`config.mk`:
```
export PLATFORM = sky130hd
export DESIGN_NAME = vcmux_link
export DESIGN_NICKNAME = d
export VERILOG_FILES = /design/src/rtl/vcmux_pkg.sv /design/src/rtl/vcmux_ctrl.sv /design/src/rtl/vcmux_datapath.sv /design/src/rtl/vcmux_link.sv
export SDC_FILE = /design/constraint.sdc
export NUM_CORES = 1
export LEC_CHECK = 0
export ABC_AREA = 1
export BUFFER_PORTS_ARGS = -buffer_cell sky130_fd_sc_hd__buf_4
export CAP_MARGIN = 0
export CORE_MARGIN = 2
export CORE_UTILIZATION = 43
export CTS_CLUSTER_SIZE = 8
export DETAILED_ROUTE_END_ITERATION = 10
export MAX_ROUTING_LAYER = met4
export PLACE_DENSITY = 0.76
export SLEW_MARGIN = 20
export SYNTH_ARGS = -nofsm -noshare
export SYNTH_HDL_FRONTEND = slang
export SYNTH_SLANG_ARGS = --single-unit
```
`constraint.sdc`:
```
create_clock -name clk -period 1.3 [get_ports clk]
set_input_delay 0.13 -clock clk [delete_from_list [all_inputs] [get_ports clk]]
set_output_delay 0.13 -clock clk [all_outputs]
set_load 0.05 [all_outputs]
```
`src/rtl/vcmux_pkg.sv`:
```
package vcmux_pkg;
  localparam logic VC_A = 1'b0;
  localparam logic VC_B = 1'b1;

  typedef struct packed {
    logic loadEn;
    logic push;
    logic selB;
  } strobe_t;
endpackage

```
`src/rtl/vcmux_ctrl.sv`:
```
module vcmux_ctrl
  import vcmux_pkg::*;
(
  input  logic    clk,
  input  logic    rstN,
  input  logic    modeWta,
  input  logic    aValid,
  input  logic    aLast,
  input  logic    bValid,
  input  logic    bLast,
  input  logic    outValid,
  input  logic    outReady,
  output logic    aReady,
  output logic    bReady,
  output strobe_t strobe
);
  logic lastServedB;
  logic locked;
  logic lockOwner;
  logic canLoad;
  logic pickA;
  logic pickB;
  logic fire;
  logic firedLast;

  always_comb begin
    canLoad = !outValid || outReady;
    if (modeWta && locked) begin
      pickA = (lockOwner == VC_A) && aValid;
      pickB = (lockOwner == VC_B) && bValid;
    end else if (aValid && bValid) begin
      pickA = lastServedB;
      pickB = !lastServedB;
    end else begin
      pickA = aValid;
      pickB = bValid;
    end
    aReady        = canLoad && pickA;
    bReady        = canLoad && pickB;
    fire          = aReady || bReady;
    firedLast     = bReady ? bLast : aLast;
    strobe.loadEn = canLoad;
    strobe.push   = fire;
    strobe.selB   = pickB;
  end

  always_ff @(posedge clk) begin
    if (!rstN) begin
      lastServedB <= VC_B;
      locked      <= 1'b0;
      lockOwner   <= VC_A;
    end else begin
      if (fire) begin
        lastServedB <= bReady;
        lockOwner   <= bReady ? VC_B : VC_A;
      end
      if (!modeWta) begin
        locked <= 1'b0;
      end else if (fire) begin
        locked <= !firedLast;
      end
    end
  end

  AST_ONE_GRANT: assert property (@(posedge clk) disable iff (!rstN)
    $onehot0({aReady, bReady}));
  AST_WTA_HOLD_A: assert property (@(posedge clk) disable iff (!rstN)
    modeWta && aValid && aReady && !aLast |=> !modeWta || !bReady);
  AST_WTA_HOLD_B: assert property (@(posedge clk) disable iff (!rstN)
    modeWta && bValid && bReady && !bLast |=> !modeWta || !aReady);
  AST_ILV_TURN_A: assert property (@(posedge clk) disable iff (!rstN)
    !modeWta && aReady && bValid |=> modeWta || !aReady);
  AST_ILV_TURN_B: assert property (@(posedge clk) disable iff (!rstN)
    !modeWta && bReady && aValid |=> modeWta || !bReady);
endmodule

```
`src/rtl/vcmux_datapath.sv`:
```
module vcmux_datapath
  import vcmux_pkg::*;
#(
  parameter int DATA_W = 8
) (
  input  logic              clk,
  input  logic              rstN,
  input  strobe_t           strobe,
  input  logic [DATA_W-1:0] aData,
  input  logic              aLast,
  input  logic [DATA_W-1:0] bData,
  input  logic              bLast,
  input  logic              outReady,
  output logic              outValid,
  output logic [DATA_W-1:0] outData,
  output logic              outLast,
  output logic              outVc
);
  logic [DATA_W-1:0] muxData;
  logic              muxLast;

  always_comb begin
    muxData = strobe.selB ? bData : aData;
    muxLast = strobe.selB ? bLast : aLast;
  end

  always_ff @(posedge clk) begin
    if (!rstN) begin
      outValid <= 1'b0;
      outData  <= '0;
      outLast  <= 1'b0;
      outVc    <= VC_A;
    end else if (strobe.loadEn) begin
      outValid <= strobe.push;
      if (strobe.push) begin
        outData <= muxData;
        outLast <= muxLast;
        outVc   <= strobe.selB ? VC_B : VC_A;
      end
    end
  end

  AST_RESET_IDLE: assert property (@(posedge clk)
    !rstN |=> !outValid);
  AST_HOLD_STABLE: assert property (@(posedge clk) disable iff (!rstN)
    outValid && !outReady |=> outValid && $stable(outData) && $stable(outVc) && $stable(outLast));
  AST_TAG_FOLLOWS: assert property (@(posedge clk) disable iff (!rstN)
    strobe.push |=> outValid && (outVc == $past(strobe.selB)));
endmodule

```
`src/rtl/vcmux_link.sv`:
```
module vcmux_link
  import vcmux_pkg::*;
#(
  parameter int DATA_W = 8
) (
  input  logic              clk,
  input  logic              rstN,
  input  logic              modeWta,
  input  logic              aValid,
  output logic              aReady,
  input  logic [DATA_W-1:0] aData,
  input  logic              aLast,
  input  logic              bValid,
  output logic              bReady,
  input  logic [DATA_W-1:0] bData,
  input  logic              bLast,
  output logic              outValid,
  input  logic              outReady,
  output logic [DATA_W-1:0] outData,
  output logic              outLast,
  output logic              outVc
);
  strobe_t strobe;

  vcmux_ctrl u_ctrl (
    .clk      (clk),
    .rstN     (rstN),
    .modeWta  (modeWta),
    .aValid   (aValid),
    .aLast    (aLast),
    .bValid   (bValid),
    .bLast    (bLast),
    .outValid (outValid),
    .outReady (outReady),
    .aReady   (aReady),
    .bReady   (bReady),
    .strobe   (strobe)
  );

  vcmux_datapath #(.DATA_W(DATA_W)) u_dp (
    .clk      (clk),
    .rstN     (rstN),
    .strobe   (strobe),
    .aData    (aData),
    .aLast    (aLast),
    .bData    (bData),
    .bLast    (bLast),
    .outReady (outReady),
    .outValid (outValid),
    .outData  (outData),
    .outLast  (outLast),
    .outVc    (outVc)
  );
endmodule

```
==> metrics.cfg <==
[layout]
antennaDiodeCount = 0
area_growth_syn_to_layout_pct = 58.4
drive_above_1_share_pct = 43.4
regArea_um2 = 288
multiInputGateArea_um2 = 425
nets = 177
fillers = 126

[place]
dpl_worst_slack_ns = 0.0134
gp_congestion = 0.794
hpwlAfterDp_mm = 1.51
port_buffers = 36

[setup_path]
required_ns = 1.17
cp-end-kind = primary output
r2r_slack_ns = 0.05
crit_path_max_incr_delay_ns = 0.37
critPathSlowestCell = dfxtp_4
critPathMaxFanout = 5
cp_top_family = flip-flops
crit_top_cell = nand2_4
start_kind = flop
worst-setup-path-type = reg2out
cp.arrival_ns = 1.19
path_cells = nand2_4, nand2_4, nand2_4, nand3_4, inv_2, buf_8
path_buf_inv = 2

[grt]
grt_antenna_before_repair = 0
grt_overflow_total = 0
first_global_vias = 836
grt_pass1_wl_mm = 3.37
grtUsageTotal_pct = 23.8
grt_max_degree = 14

[power]
power_per_cell_area_nw_per_um2 = 1160
cell_internal_pwr_w = 0.000840
p_leak_nw = 0.627
p_switching_w = 0.000513
power.clock.fraction_pct = 23.7
netSwitchingFraction_pct = 37.9
vdd_drop_max_mv = 0.904
p_comb_share_pct = 38.8
pwr-share-seq_pct = 37.5

[route]
drt_iter0_drc = 5
post_drt_wl_per_cell_um = 12.9
drc = 0
vias_per_cell = 5.02
routed_wl_mm = 2.17
drt_first_pass_iters = 5
ant_nets = 0
num_vias = 843

[status]
status = complete, but fails checks
failed_checks = negative setup slack

[timing]
fin_hold_ws_ns = 0.126
fin_crit_ns = 1.32
fmax_mhz = 757
finalCritPeriodShare_pct = 102
finalMaxSlewViolations = 0
relSlewSlack_pct = 89.1
setup_ws_ns = -0.0216
setup_viol = 2
worstMarginPinSlew_ns = 0.162
rsz0062_at_grt = true
hold_viol = 0
fin_skew_ns = 0.00444

[clock_tree]
clock_latency_ns = 0.28
cts_tree = built
cts_buffers = 3
clk_path_buf_depth = 2
clock_sinks = 14
htreeDepth = 1
cts-root-buf = clkbuf_4
ctsHoldBuffers = 0
path_clk_slew_ns = 0.09

[yosys]
synth_common_cells = nand2_1 (27), nor2_1 (20), dfxtp_1 (14)
syn_avg_cell_area_um2 = 6.80
synth_area_leader_cell = dfxtp_1
ys_seq_area_share_pct = 38.2
synth_cells = 108
synthFlopType = dfxtp_1
synth_top_area_share_pct = 38.2
synth_edf_count = 0
synth-seq-cells = 14
syn-cell-area_um2 = 734
synth_nets = 132
ys_types = 18
synthTopCellsByArea = dfxtp_1 (38%), nand2_1 (14%), nor2_1 (10%), nand3_1 (6.8%), inv_1 (5.6%)
ys_warn_count = 0
synth_most_common_cell = nand2_1
synthArstFlopShare_pct = 0

[die]
num_rows = 14
dieArea_um2 = 2050
pin_count = 37
die_x_um = 45.3
initial_core_util_pct = 47.1
die_y_um = 45.3
coreArea_um2 = 1560

[job]
maxCapViolCount = 0

[min_path]
min_path_type = in2reg

## registers in the layout, indices dropped and copies added, names as in the netlist
| name | count |
|---|---|
| u_dp.outValid | 1 |
| u_dp.outLast | 1 |
| u_ctrl.lastServedB | 1 |
| u_ctrl.lockOwner | 1 |
| u_ctrl.locked | 1 |
| u_dp.outVc | 1 |
| u_dp.outData | 8 |
## worst paths after layout
check	startpoint	endpoint	depth (start not counted)
worst max-delay path	u_ctrl.locked	bReady	6
worst min-delay path	modeWta	u_ctrl.locked	3
worst max register to register	u_ctrl.locked	u_dp.outData[4]	7
worst min register to register	u_dp.outVc	u_dp.outVc	2
## kinds of logic after synthesis
logic type	after synthesis	share of synthesized area, %
AO/OA/AOI/OAI	13	9.20
buffers and inverters	16	10.6
flip-flops	14	38.2
AND/OR/NAND/NOR	65	42.1
## through the flow
stage | std cells | total power (W) | utilization [%] | instance area [µm²] | TNS (ns)
6_report | 168 | 0.00135 | 74.6 | 1160 | -0.0371
5_1_grt | 168 | 0.00142 | 74.6 | 1160 | -0.147
4_1_cts | 168 | 0.00134 | 71.4 | 1110 | -0.00334
3_5_place_dp | 162 | 0.000999 | 66.6 | 1040 | 0
3_3_place_gp | 162 | 0.000992 | 66.6 | 1040 | 0
2_1_floorplan | 108 | 0.000827 | - | 736 | 0
## per-layer routing
layer,global-route usage (%),vias to the layer above,share of wire (%)
li1,-,426,-
met1,27.0,385,44
met2,39.7,30,51
met3,4.80,2,4.0
met4,11.2,0,0.60
met5,-,-,0
## power by group through the flow
stage          sequential, W  clock [W]  combinational, W
3_3_place_gp        0.000510          0          0.000482
3_5_place_dp        0.000511          0          0.000489
2_1_floorplan       0.000641          0          0.000187
6_report            0.000507   0.000321          0.000525
5_1_grt             0.000510   0.000348          0.000557
4_1_cts             0.000504   0.000329          0.000504
## worst min-delay path, cell delays in order
cell and delay (ns):
buf_4 0.14, nand2_1 0.07, nor2_1 0.04
## cell type report
cell class	count	share of cell area, %
Tap cell	16	1.72
Sequential cell	14	24.7
Timing Repair Buffer	44	30.0
Multi-Input combinational cell	78	36.6
Clock buffer	4	3.12
Inverter	12	3.87
## repair_timing
action,CTS,global route
endpoints found under the setup margin,3,12
pin swaps,4,4
buffers inserted,3,0
gates resized for setup,10,13
cloned,0,0
## cell usage in the layout (no fill, tap or decap), drive strengths merged
master | synthesis | layout
a21oi | 3 | 3
buf | 4 | 44
clkbuf | 0 | 4
dfxtp | 14 | 14
inv | 12 | 12
nand2 | 30 | 30
nand3 | 13 | 13
nand4 | 1 | 1
nor2 | 21 | 21
o211ai | 1 | 1
o21ai | 9 | 9
(Power assumes the default switching activity.)
